`config.mk`:
```
export PLATFORM = sky130hd
export DESIGN_NAME = i2c_alias_matcher
export DESIGN_NICKNAME = d
export VERILOG_FILES = /design/src/rtl/i2cm_pkg.sv /design/src/rtl/i2cm_alias_regs.sv /design/src/rtl/i2cm_addr_decode.sv /design/src/rtl/i2cm_key_fsm.sv /design/src/rtl/i2c_alias_matcher.sv
export SDC_FILE = /design/constraint.sdc
export NUM_CORES = 1
export LEC_CHECK = 0
export ABC_AREA = 1
export ABC_CLOCK_PERIOD_IN_PS = 1900
export BUFFER_PORTS_ARGS = -buffer_cell sky130_fd_sc_hd__buf_4
export CAP_MARGIN = 20
export CORE_UTILIZATION = 39
export CTS_CLUSTER_SIZE = 8
export DETAILED_ROUTE_END_ITERATION = 10
export SETUP_SLACK_MARGIN = 0.4
export SLEW_MARGIN = 40
export SYNTH_ARGS = -nofsm -noshare
export SYNTH_HDL_FRONTEND = slang
export SYNTH_HIERARCHICAL = 1
export SYNTH_SLANG_ARGS = --single-unit
export TNS_END_PERCENT = 1
```
`constraint.sdc`:
```
create_clock -name clk -period 1.9 [get_ports clk]
set_input_delay 0.38 -clock clk [delete_from_list [all_inputs] [get_ports clk]]
set_output_delay 0.38 -clock clk [all_outputs]
set_load 0.02 [all_outputs]
```
`src/rtl/i2cm_pkg.sv`:
```
package i2cm_pkg;
  localparam int ADDR_W = 7;
  typedef logic [ADDR_W-1:0] addr7_t;

  typedef enum logic [2:0] {
    KS_IDLE,
    KS_ADDR,
    KS_KEY1,
    KS_ARMED,
    KS_DEAD
  } key_state_e;

  localparam addr7_t BCAST_DEFAULT = 7'h70;
  localparam addr7_t SRST_ADDR     = 7'h03;
  localparam logic [7:0] KEY_FIRST  = 8'hA5;
  localparam logic [7:0] KEY_SECOND = 8'h5A;

  // alias k defaults to 1110000 with bit k set
  function automatic addr7_t alias_default(input int k);
    return BCAST_DEFAULT | addr7_t'(1 << k);
  endfunction

  // upper seven bits of an address byte against a stored address
  function automatic logic addr_eq(input logic [7:0] b, input addr7_t a);
    return b[7:1] == a;
  endfunction

  function automatic logic [7:0] addr_readback(input addr7_t a);
    return {a, 1'b0};
  endfunction
endpackage

```
`src/rtl/i2cm_alias_regs.sv`:
```
module i2cm_alias_regs
  import i2cm_pkg::*;
#(
  parameter int NUM_SUB = 3,
  localparam int SEL_W = $clog2(NUM_SUB + 2),
  localparam int EN_W  = NUM_SUB + 1
) (
  input  logic                        clk,
  input  logic                        rst_n,
  input  logic                        clear,
  input  logic                        cfg_we,
  input  logic [SEL_W-1:0]            cfg_sel,
  input  logic [7:0]                  cfg_wdata,
  output logic [EN_W-1:0]             en_o,
  output addr7_t                      bcast_o,
  output logic [NUM_SUB-1:0][ADDR_W-1:0] sub_o,
  output logic [7:0]                  cfg_rdata
);
  localparam logic [EN_W-1:0] EN_DEFAULT = EN_W'(1);

  logic [EN_W-1:0] en_q;
  addr7_t          bcast_q;

  always_ff @(posedge clk or negedge rst_n) begin
    if (!rst_n) begin
      en_q    <= EN_DEFAULT;
      bcast_q <= BCAST_DEFAULT;
    end else if (clear) begin
      en_q    <= EN_DEFAULT;
      bcast_q <= BCAST_DEFAULT;
    end else if (cfg_we) begin
      if (cfg_sel == SEL_W'(0)) en_q    <= cfg_wdata[EN_W-1:0];
      if (cfg_sel == SEL_W'(1)) bcast_q <= cfg_wdata[7:1];
    end
  end

  for (genvar k = 0; k < NUM_SUB; k++) begin : g_sub
    localparam addr7_t SUB_DEF = alias_default(k);
    addr7_t sub_q;
    always_ff @(posedge clk or negedge rst_n) begin
      if (!rst_n)                                   sub_q <= SUB_DEF;
      else if (clear)                               sub_q <= SUB_DEF;
      else if (cfg_we && cfg_sel == SEL_W'(k + 2))  sub_q <= cfg_wdata[7:1];
    end
    assign sub_o[k] = sub_q;
  end

  assign en_o    = en_q;
  assign bcast_o = bcast_q;

  always_comb begin
    cfg_rdata = '0;
    if (cfg_sel == SEL_W'(0)) cfg_rdata[EN_W-1:0] = en_q;
    if (cfg_sel == SEL_W'(1)) cfg_rdata = addr_readback(bcast_q);
    for (int k = 0; k < NUM_SUB; k++)
      if (cfg_sel == SEL_W'(k + 2)) cfg_rdata = addr_readback(sub_o[k]);
  end

  // a clear leaves every field at its power-up value
  assert_clear_restores_R9: assert property (@(posedge clk) disable iff (!rst_n)
    clear |=> (en_o == EN_DEFAULT && bcast_o == BCAST_DEFAULT));

  // address read-back never shows a set low bit
  assert_lsb_zero_R4: assert property (@(posedge clk) disable iff (!rst_n)
    (cfg_sel != SEL_W'(0)) |-> !cfg_rdata[0]);
endmodule

```
`src/rtl/i2cm_addr_decode.sv`:
```
module i2cm_addr_decode
  import i2cm_pkg::*;
#(
  parameter int NUM_SUB = 3,
  localparam int EN_W = NUM_SUB + 1
) (
  input  logic [7:0]                     rx_data,
  input  addr7_t                         hw_addr,
  input  logic [EN_W-1:0]                en,
  input  addr7_t                         bcast,
  input  logic [NUM_SUB-1:0][ADDR_W-1:0] sub,
  output logic                           hit_any,
  output logic                           is_srst
);
  logic                hit_hw;
  logic                hit_bcast;
  logic [NUM_SUB-1:0]  hit_sub;

  assign hit_hw    = addr_eq(rx_data, hw_addr);
  assign hit_bcast = en[0] & addr_eq(rx_data, bcast);

  for (genvar k = 0; k < NUM_SUB; k++) begin : g_hit
    assign hit_sub[k] = en[k+1] & addr_eq(rx_data, sub[k]);
  end

  assign hit_any = hit_hw | hit_bcast | (|hit_sub);
  // reset call only with the write direction
  assign is_srst = addr_eq(rx_data, SRST_ADDR) & ~rx_data[0];
endmodule

```
`src/rtl/i2cm_key_fsm.sv`:
```
module i2cm_key_fsm
  import i2cm_pkg::*;
(
  input  logic       clk,
  input  logic       rst_n,
  input  logic       ev_start,
  input  logic       ev_stop,
  input  logic       byte_ev,
  input  logic       rx_first,
  input  logic [7:0] rx_data,
  input  logic       is_srst,
  output logic       key_active,
  output logic       key_ack,
  output logic       srst_fire
);
  key_state_e state_q, state_d;

  always_comb begin
    state_d = state_q;
    if (ev_start || ev_stop) begin
      state_d = KS_IDLE;
    end else if (byte_ev && rx_first) begin
      state_d = is_srst ? KS_ADDR : KS_IDLE;
    end else if (byte_ev) begin
      unique case (state_q)
        KS_ADDR:  state_d = (rx_data == KEY_FIRST)  ? KS_KEY1  : KS_DEAD;
        KS_KEY1:  state_d = (rx_data == KEY_SECOND) ? KS_ARMED : KS_DEAD;
        KS_ARMED: state_d = KS_DEAD;
        KS_DEAD:  state_d = KS_DEAD;
        default:  state_d = KS_IDLE;
      endcase
    end
  end

  always_ff @(posedge clk or negedge rst_n) begin
    if (!rst_n) state_q <= KS_IDLE;
    else        state_q <= state_d;
  end

  assign key_active = (state_q != KS_IDLE);
  assign key_ack    = byte_ev && !rx_first &&
                      ((state_q == KS_ADDR && rx_data == KEY_FIRST) ||
                       (state_q == KS_KEY1 && rx_data == KEY_SECOND));
  assign srst_fire  = ev_stop && (state_q == KS_ARMED);

  // the armed state is reached only through the second key byte
  assert_armed_order_R8: assert property (@(posedge clk) disable iff (!rst_n)
    (state_q == KS_ARMED) |-> ($past(state_q) == KS_KEY1 || $past(state_q) == KS_ARMED));

  // a byte taken in the armed state always ends in the dead state
  assert_extra_byte_dead_R7: assert property (@(posedge clk) disable iff (!rst_n)
    (state_q == KS_ARMED && byte_ev && !rx_first) |=> (state_q == KS_DEAD));
endmodule

```
`src/rtl/i2c_alias_matcher.sv`:
```
module i2c_alias_matcher
  import i2cm_pkg::*;
#(
  parameter int NUM_SUB = 3,
  localparam int SEL_W = $clog2(NUM_SUB + 2),
  localparam int EN_W  = NUM_SUB + 1
) (
  input  logic             clk,
  input  logic             rst_n,
  input  logic [6:0]       hw_addr,
  input  logic             ev_start,
  input  logic             ev_stop,
  input  logic             rx_vld,
  input  logic             rx_first,
  input  logic [7:0]       rx_data,
  input  logic             cfg_we,
  input  logic [SEL_W-1:0] cfg_sel,
  input  logic [7:0]       cfg_wdata,
  output logic [7:0]       cfg_rdata,
  output logic             ack_vld,
  output logic             ack_out,
  output logic             addr_match,
  output logic             srst_pulse
);
  logic                           byte_ev;
  logic [EN_W-1:0]                en;
  addr7_t                         bcast;
  logic [NUM_SUB-1:0][ADDR_W-1:0] sub;
  logic                           hit_any;
  logic                           is_srst;
  logic                           key_active;
  logic                           key_ack;
  logic                           srst_fire;
  logic                           ack_d;

  // bus events take priority over a byte in the same cycle
  assign byte_ev = rx_vld & ~ev_start & ~ev_stop;

  i2cm_alias_regs #(.NUM_SUB(NUM_SUB)) u_regs (
    .clk(clk), .rst_n(rst_n), .clear(srst_fire),
    .cfg_we(cfg_we), .cfg_sel(cfg_sel), .cfg_wdata(cfg_wdata),
    .en_o(en), .bcast_o(bcast), .sub_o(sub), .cfg_rdata(cfg_rdata)
  );

  i2cm_addr_decode #(.NUM_SUB(NUM_SUB)) u_dec (
    .rx_data(rx_data), .hw_addr(hw_addr), .en(en), .bcast(bcast),
    .sub(sub), .hit_any(hit_any), .is_srst(is_srst)
  );

  i2cm_key_fsm u_key (
    .clk(clk), .rst_n(rst_n), .ev_start(ev_start), .ev_stop(ev_stop),
    .byte_ev(byte_ev), .rx_first(rx_first), .rx_data(rx_data),
    .is_srst(is_srst), .key_active(key_active), .key_ack(key_ack),
    .srst_fire(srst_fire)
  );

  always_comb begin
    if (rx_first)        ack_d = hit_any | is_srst;
    else if (key_active) ack_d = key_ack;
    else                 ack_d = addr_match;
  end

  always_ff @(posedge clk or negedge rst_n) begin
    if (!rst_n) begin
      ack_vld    <= 1'b0;
      ack_out    <= 1'b0;
      addr_match <= 1'b0;
      srst_pulse <= 1'b0;
    end else begin
      ack_vld    <= byte_ev;
      ack_out    <= byte_ev & ack_d;
      srst_pulse <= srst_fire;
      if (ev_start || ev_stop)     addr_match <= 1'b0;
      else if (byte_ev && rx_first) addr_match <= hit_any;
    end
  end

  // a decision appears only in the cycle after a byte
  assert_ack_after_byte_R1: assert property (@(posedge clk) disable iff (!rst_n)
    ack_vld |-> $past(rx_vld));
  assert_ack_qualified_R1: assert property (@(posedge clk) disable iff (!rst_n)
    ack_out |-> ack_vld);
  // bus events drop the match
  assert_match_cleared_R5: assert property (@(posedge clk) disable iff (!rst_n)
    (ev_start || ev_stop) |=> !addr_match);
  // single-cycle pulse, only after a STOP
  assert_pulse_single_R8: assert property (@(posedge clk) disable iff (!rst_n)
    srst_pulse |=> !srst_pulse);
  assert_pulse_after_stop_R8: assert property (@(posedge clk) disable iff (!rst_n)
    srst_pulse |-> $past(ev_stop));
endmodule

```
==> results of run 1 <==
==> flip-flops by register name, indices dropped and copies added, names as in the netlist <==
name                count
ack_out                 1
ack_vld                 1
addr_match              1
srst_pulse              1
u_key/state_q           3
u_regs/bcast_o          7
u_regs/en_o             4
u_regs/g_sub.sub_q     21
==> cells in the mapped netlist (2+ instances only) <==
| master | instances |
|---|---|
| o21ai_1 | 3 |
| dfstp_2 | 16 |
| nand2_2 | 4 |
| nand4_1 | 9 |
| nor3_1 | 5 |
| nand2_1 | 208 |
| nor2_2 | 7 |
| or2_2 | 3 |
| a21oi_1 | 2 |
| inv_1 | 52 |
| o21ai_0 | 5 |
| xor2_1 | 5 |
| inv_2 | 9 |
| xnor2_1 | 2 |
| nand3_1 | 21 |
| dfrtp_1 | 23 |
| nand2_4 | 2 |
| nor2_1 | 72 |
==> per-stage QoR <==
stage          hold slack [ps]  area, µm²   util  power, mW
3_3_place_gp               392       3250  0.475       1.80
4_1_cts                   72.0       3380  0.495       2.57
2_1_floorplan             84.4       2770      -       1.53
6_report                  49.1       3450  0.505       2.55
5_1_grt                   91.0       3450  0.505       2.72
3_5_place_dp               394       3250  0.475       1.81
==> cell families (layout without fill, tap and decap cells) <==
group | after synthesis | in the layout
AND/OR/NAND/NOR | 337 | 337
buffers and inverters | 63 | 124
AO/OA/AOI/OAI | 11 | 11
XOR/XNOR | 7 | 7
flip-flops | 39 | 39
==> what timing repair did <==
| item | 4_1_cts | 5_1_grt |
|---|---|---|
| cloned | 0 | 0 |
| setup endpoints to repair | 38 | 42 |
| pin swaps | 3 | 2 |
| buffers inserted | 1 | 5 |
| resized for setup | 5 | 11 |
==> power by group through the flow <==
stage | Combinational [mW] | Sequential (mW) | Clock, mW
global placement | 0.610 | 1.19 | 0
detailed placement | 0.623 | 1.19 | 0
global route | 0.738 | 1.20 | 0.790
CTS | 0.639 | 1.17 | 0.752
finish | 0.641 | 1.17 | 0.734
floorplan | 0.409 | 1.12 | 0
==> per-layer routing <==
metal  track usage  wire, µm  up-vias  part of all wire
met2         0.380      3730       81              0.46
met1         0.329      3840     1346              0.47
met5             0         0        -                 0
met4        0.0788       183        0             0.022
met3        0.0333       418       18             0.051
li1              -         -     1497                 -
==> worst paths after layout <==
check | startpoint | slack, ps | endpoint | depth (start not counted)
min in group clk | ev_start | 280 | ack_vld | 2
worst max-delay path | u_key/state_q[2] | 250 | u_regs/g_sub[0].sub_q[2] | 9
worst max register to register | u_key/state_q[2] | 250 | u_regs/g_sub[0].sub_q[2] | 9
worst min register to register | u_regs/bcast_o[6] | 490 | u_regs/bcast_o[6] | 2
worst min-delay path | rst_n | 50 | u_regs/en_o[1] | 1
max in group asynchronous | rst_n | 1470 | u_regs/g_sub[0].sub_q[6] | 1
==> cell type report <==
cell class / instances / area (µm²)
clock buffers: 6 / 82.6
clock inverters: 2 / 35.0
fillers: 723 / 3380
well taps: 96 / 120
inverters: 61 / 235
multi-input cells: 355 / 1560
repair buffers: 55 / 420
flip-flops and latches: 39 / 996
==> run metrics, run 1 <==
Req. time, crit path between 2000 and 2500 ps; status complete, no violations; max_cap viols 0; clk root buf clkbuf_8; commonest non-fill, non-tap cell in the layout nand2_1; clk slew on worst S/H paths about 80 ps; sequential share of the synthesized area 0.360; combinational share of power 0.251; Max Clk Rate 606 MHz; mux cell area share after synthesis 0; Post-route DRC 0; first-pass GRT wire length between 10,000 and 15,000 µm; Setup WS pre-CTS 175 ps; CTS buffer count 5; height of the die approximately 86 µm; antenna violations before repair 0; min cycle time layout 1650 ps; Max clock buf depth 2; Cell Rows 30; pin count of the biggest net entering global routing 40; most frequent cells in the layout nand2_1 (207), nor2_1 (71), buf_4 (53); headroom to the max-slew limit 0.662; CP most frequent cell buf_4; period utilization 0.868; CP arrival around 1800 ps; routability congestion estimate from global placement 0.892; core region area 0.00683 mm²; Total Routing Usage GR 0.237; drt total wl 8170 µm; vias in the first global route 2,792; internal cell power 1.70 mW; die width 86.3 µm; Pwr Density 739 mW/mm²; RSZ-0062 raised after global routing yes; DIE AREA 0.00744 mm²; Synth Area in XOR/XNOR 0.0221; Remaining Overflow, GRT 0; H-tree levels 2; # IOs 45; 1st-pass router iterations 4; Mapped Area 0.00277 mm²; Synth Area in Compound Gates 0.0208; critical-path maximum fanout 6; Fin Setup TNS 0 ps; DP Wirelength around 6300 µm; Slew @ Worst Pin 507 ps; Syn-to-layout area delta 24.6%; Yosys reg bits 39; Flop pwr share 0.461; final cell count without fillers 614; crit start category register; Adder-Cell Fraction of Synth Area 0; clk_skew 7.16 ps; vias about 2,900; share of cells above drive strength 1 0.222; Lkg Pwr 1.95 nW; Initial Util 0.405; via/cell ratio between 4 and 5; TritonCTS clock tree built; dpl cells 600; Hold Buf Count CTS 0; Final Hold Vio Count 0; Post-Synth Simple-Gate Area 0.512; clock share of power 0.288; main flop type after synthesis dfrtp_1; Post-Syn Instances ~460; Post-synth ARST share 1.00; VDD IR-drop max 0.479 mV; Diodes inserted 0; DRT iter0 DRCs roughly 230; Synth area leader nand2_1; Hold Path Class primary input to async pin; I/O Buffers 44; crit end category register; sw frac 0.332; Netlist cell types 27; WL/cell approximately 13 µm; synth warn 6; ANT nets after route 0; critical path's top delay family buffers and inverters; clk_lat worst skew 290 ps; CTS sink count 39; Synth area leaders nand2_1 (28%), dfrtp_1 (21%), dfstp_2 (15%); Crit-path slowest cell dfrtp_1; critical path buffer and inverter count 5; fin. max-slew vios 0; CP cell instances inv_2 > nand2_4 > nor3_2 > buf_4 > clkinvlp_4 > buf_6 > buf_4 > nand3_1 > nand2_1; # setup viols final 0; Post-synth EDFFs 0; post-synth top area share 0.282; largest family of logic cells by synthesized area simple AND/OR/NAND/NOR gates; switching power 0.845 mW; Final Net Count 550; Syn Nets between 400 and 500; Syn Area/Cell 6.06 µm²; biggest cell delay along the critical path 430 ps; Worst Slack Setup Final between 200 and 300 ps; crit path kind register to register
No activity file was read; power rests on OpenSTA's default activity.
==> run 2: changes to the inputs <==
--- a/config.mk
+++ b/config.mk
@@ -16,6 +16,5 @@
 export SLEW_MARGIN = 40
 export SYNTH_ARGS = -nofsm -noshare
 export SYNTH_HDL_FRONTEND = slang
-export SYNTH_HIERARCHICAL = 1
 export SYNTH_SLANG_ARGS = --single-unit
 export TNS_END_PERCENT = 1
==> run metrics, run 2 <==
via/cell ratio 5.05 (was 4.79); critical-path maximum fanout 2 (was 6); antenna violations before repair 0 (unchanged); Commonest cells post-synth nand2_1 (146), inv_1 (49), nor2_1 (42) (was nand2_1 (208), nor2_1 (72), inv_1 (52)); synth warn 0 (was 6); Filler cells 633 (was 723); Hold Buf Count CTS 0 (unchanged); most frequent cells in the layout nand2_1 (140), buf_4 (54), nor2_1 (41) (was nand2_1 (207), nor2_1 (71), buf_4 (53)); sequential share of the synthesized area 0.377 (was 0.360); status finished with violations (was complete, no violations); H-tree levels 2 (unchanged); Cell Rows 29 (was 30); Util after Layout 0.520 (was 0.505); clk slew on worst S/H paths 80 ps (about the same); vias 2,649 (was 2,942); main flop type after synthesis dfrtp_1 (unchanged); Lkg Pwr 1.68 nW (was 1.95 nW); Max Clk Rate 613 MHz (was 606 MHz); Post-Syn Instances 388 (was 457); Synth area leaders dfrtp_1 (22%), nand2_1 (21%), dfstp_2 (16%) (was nand2_1 (28%), dfrtp_1 (21%), dfstp_2 (15%)); Post-synth EDFFs 0 (unchanged); post-synth top area share 0.218 (was 0.282); WL/cell 14.8 µm (was 13.3 µm); Slew @ Worst Pin 528 ps (was 507 ps); Hold Path Class primary input to async pin (unchanged); Yosys reg bits 39 (unchanged); fin. max-slew vios 0 (unchanged); min cycle time layout 1630 ps (was 1650 ps); max reg flops 21 (unchanged); Total Routing Usage GR 0.231 (was 0.237); Syn Nets 421 (was 490); Worst Reg-to-Reg Cells 8 (was 9); die width 84.3 µm (was 86.3 µm); clk_lat worst skew 290 ps (about the same); DP Wirelength 5840 µm (was 6310 µm); crit end category output pin (was register); Netlist cell types 30 (was 27); RR Endpoint u_regs.g_sub[2].sub_q[1] (was u_regs/g_sub[0].sub_q[2]); clk root buf clkbuf_8 (unchanged); DIE AREA 0.00710 mm² (was 0.00744 mm²); commonest non-fill, non-tap cell in the layout nand2_1 (unchanged); largest register by flop count u_regs.g_sub.sub_q (was u_regs/g_sub.sub_q); # setup viols final 0 (unchanged); Final Hold Vio Count 0 (unchanged); CP arrival 1250 ps (was 1840 ps); Mapped Area 0.00264 mm² (was 0.00277 mm²); period utilization 0.859 (was 0.868); Syn-to-layout area delta 26.6% (was 24.6%); Worst Slack Setup Final 268 ps (was 250 ps); CP endpoint cfg_rdata[2] (was u_regs/g_sub[0].sub_q[2]); 1st-pass router iterations 7 (was 4); Pwr Density 747 mW/mm² (was 739 mW/mm²); core region area 0.00642 mm² (was 0.00683 mm²); slack of the worst reg-to-reg path 420 ps (was 250 ps); ANT nets after route 0 (unchanged); Syn Area/Cell 6.80 µm² (was 6.06 µm²); TritonCTS clock tree built (unchanged); VDD IR-drop max 0.499 mV (was 0.479 mV); pin count of the biggest net entering global routing 40 (unchanged); RSZ-0062 raised after global routing yes (unchanged); Req. time, crit path 1520 ps (was 2090 ps); headroom to the max-slew limit 0.648 (was 0.662); I/O Buffers 44 (unchanged); failing checks DRC; drt total wl 7750 µm (was 8170 µm); dominant cell by count in the synthesized netlist nand2_1 (unchanged); max_cap viols 0 (unchanged); crit start category register (unchanged); Post-route DRC 4 (was 0); Remaining Overflow, GRT 0 (unchanged); R2R Path Start u_key.state_q[0] (was u_key/state_q[2]); Initial Util 0.411 (was 0.405); # IOs 45 (unchanged); Synth area leader dfrtp_1 (was nand2_1); Max clock buf depth 2 (unchanged); Fin Setup TNS 0 ps (unchanged); crit path launch u_regs.g_sub[1].sub_q[1] (was u_key/state_q[2]); vias in the first global route 2,581 (was 2,792); Setup WS pre-CTS 101 ps (was 175 ps); share of cells above drive strength 1 0.315 (was 0.222); Post-synth ARST share 1.00 (unchanged); clk_skew 8.97 ps (was 7.16 ps); CTS sink count 39 (unchanged); crit path kind register to output pin (was register to register); first-pass GRT wire length 12,800 µm (was 13,600 µm); DRT iter0 DRCs 139 (was 232); Diodes inserted 0 (unchanged); routability congestion estimate from global placement 0.897 (was 0.892); CTS buffer count 5 (unchanged); height of the die 84.3 µm (was 86.3 µm); Final Net Count 480 (was 550)
-- run 2: cell count changes in the layout (fill, tap and decap cells not counted), sizes merged, moves of 3 or more --
cell / change
a21oi: +6
o221ai: +3
nor2: -36
inv: -6
o21ai: +34
o2111ai: +4
xor2: -5
nand3: -10
nand4: -6
nand2: -58
-- run 2: routing by layer --
layer  share of wire  track usage
met1            0.46        0.305
met3           0.061       0.0472
met2            0.47        0.389
met4          0.0092       0.0580
met5               0            0
-- run 2: worst min-delay path by stage --
stage          startpoint    endpoint  slack, ps  cells past startpoint
6_report            rst_n  addr_match         60                      1
5_1_grt             rst_n     ack_vld        100                      1
4_1_cts             rst_n  addr_match         80                      1
3_5_place_dp        rst_n  addr_match        390                      1
3_3_place_gp        rst_n     ack_out        390                      1
2_1_floorplan       rst_n     ack_out         80                      0
-- run 2: worst max-delay path, stage by stage, from the launching register on --
cell and delay, ps:
dfstp_2 540, inv_1 60, o221ai_2 180, buf_4 180
-- run 2: where the power goes --
part	switching (mW)	total [mW]	internal (mW)
registers	0.119	1.14	1.02
logic	0.436	0.746	0.310
clock network	0.318	0.609	0.291
total	0.873	2.49	1.62
-- run 2: final cells by class --
cell class,count,area (µm²),share of cell area
clock buffers,6,82.6,0.0247
clock inverters,2,11.3,0.00337
inverters,54,215,0.0644
multi-input cells,290,1500,0.448
flip-flops and latches,39,996,0.298
well taps,77,96.3,0.0288
repair buffers,57,443,0.133
-- run 2: what timing repair did --
item	in CTS	in global routing
resized for setup	39	4
pin swaps	7	3
setup endpoints to repair	15	38
setup buffers	9	0
-- run 2: logic make-up after synthesis --
family	share of synthesized area
AO/OA/AOI/OAI	0.134
XOR/XNOR	0.00996
buffers and inverters	0.0963
flip-flops	0.377
AND/OR/NAND/NOR	0.383
-- run 2: metrics by stage --
stage	power, mW	hold WS, ps	instances	area (µm²)
after floorplan	1.53	84.4	388	2640
after global placement	1.78	391	508	3050
after detailed placement	1.79	394	508	3050
after CTS	2.49	77.4	525	3320
after global routing	2.65	97.2	525	3340
final	2.49	65.0	525	3340
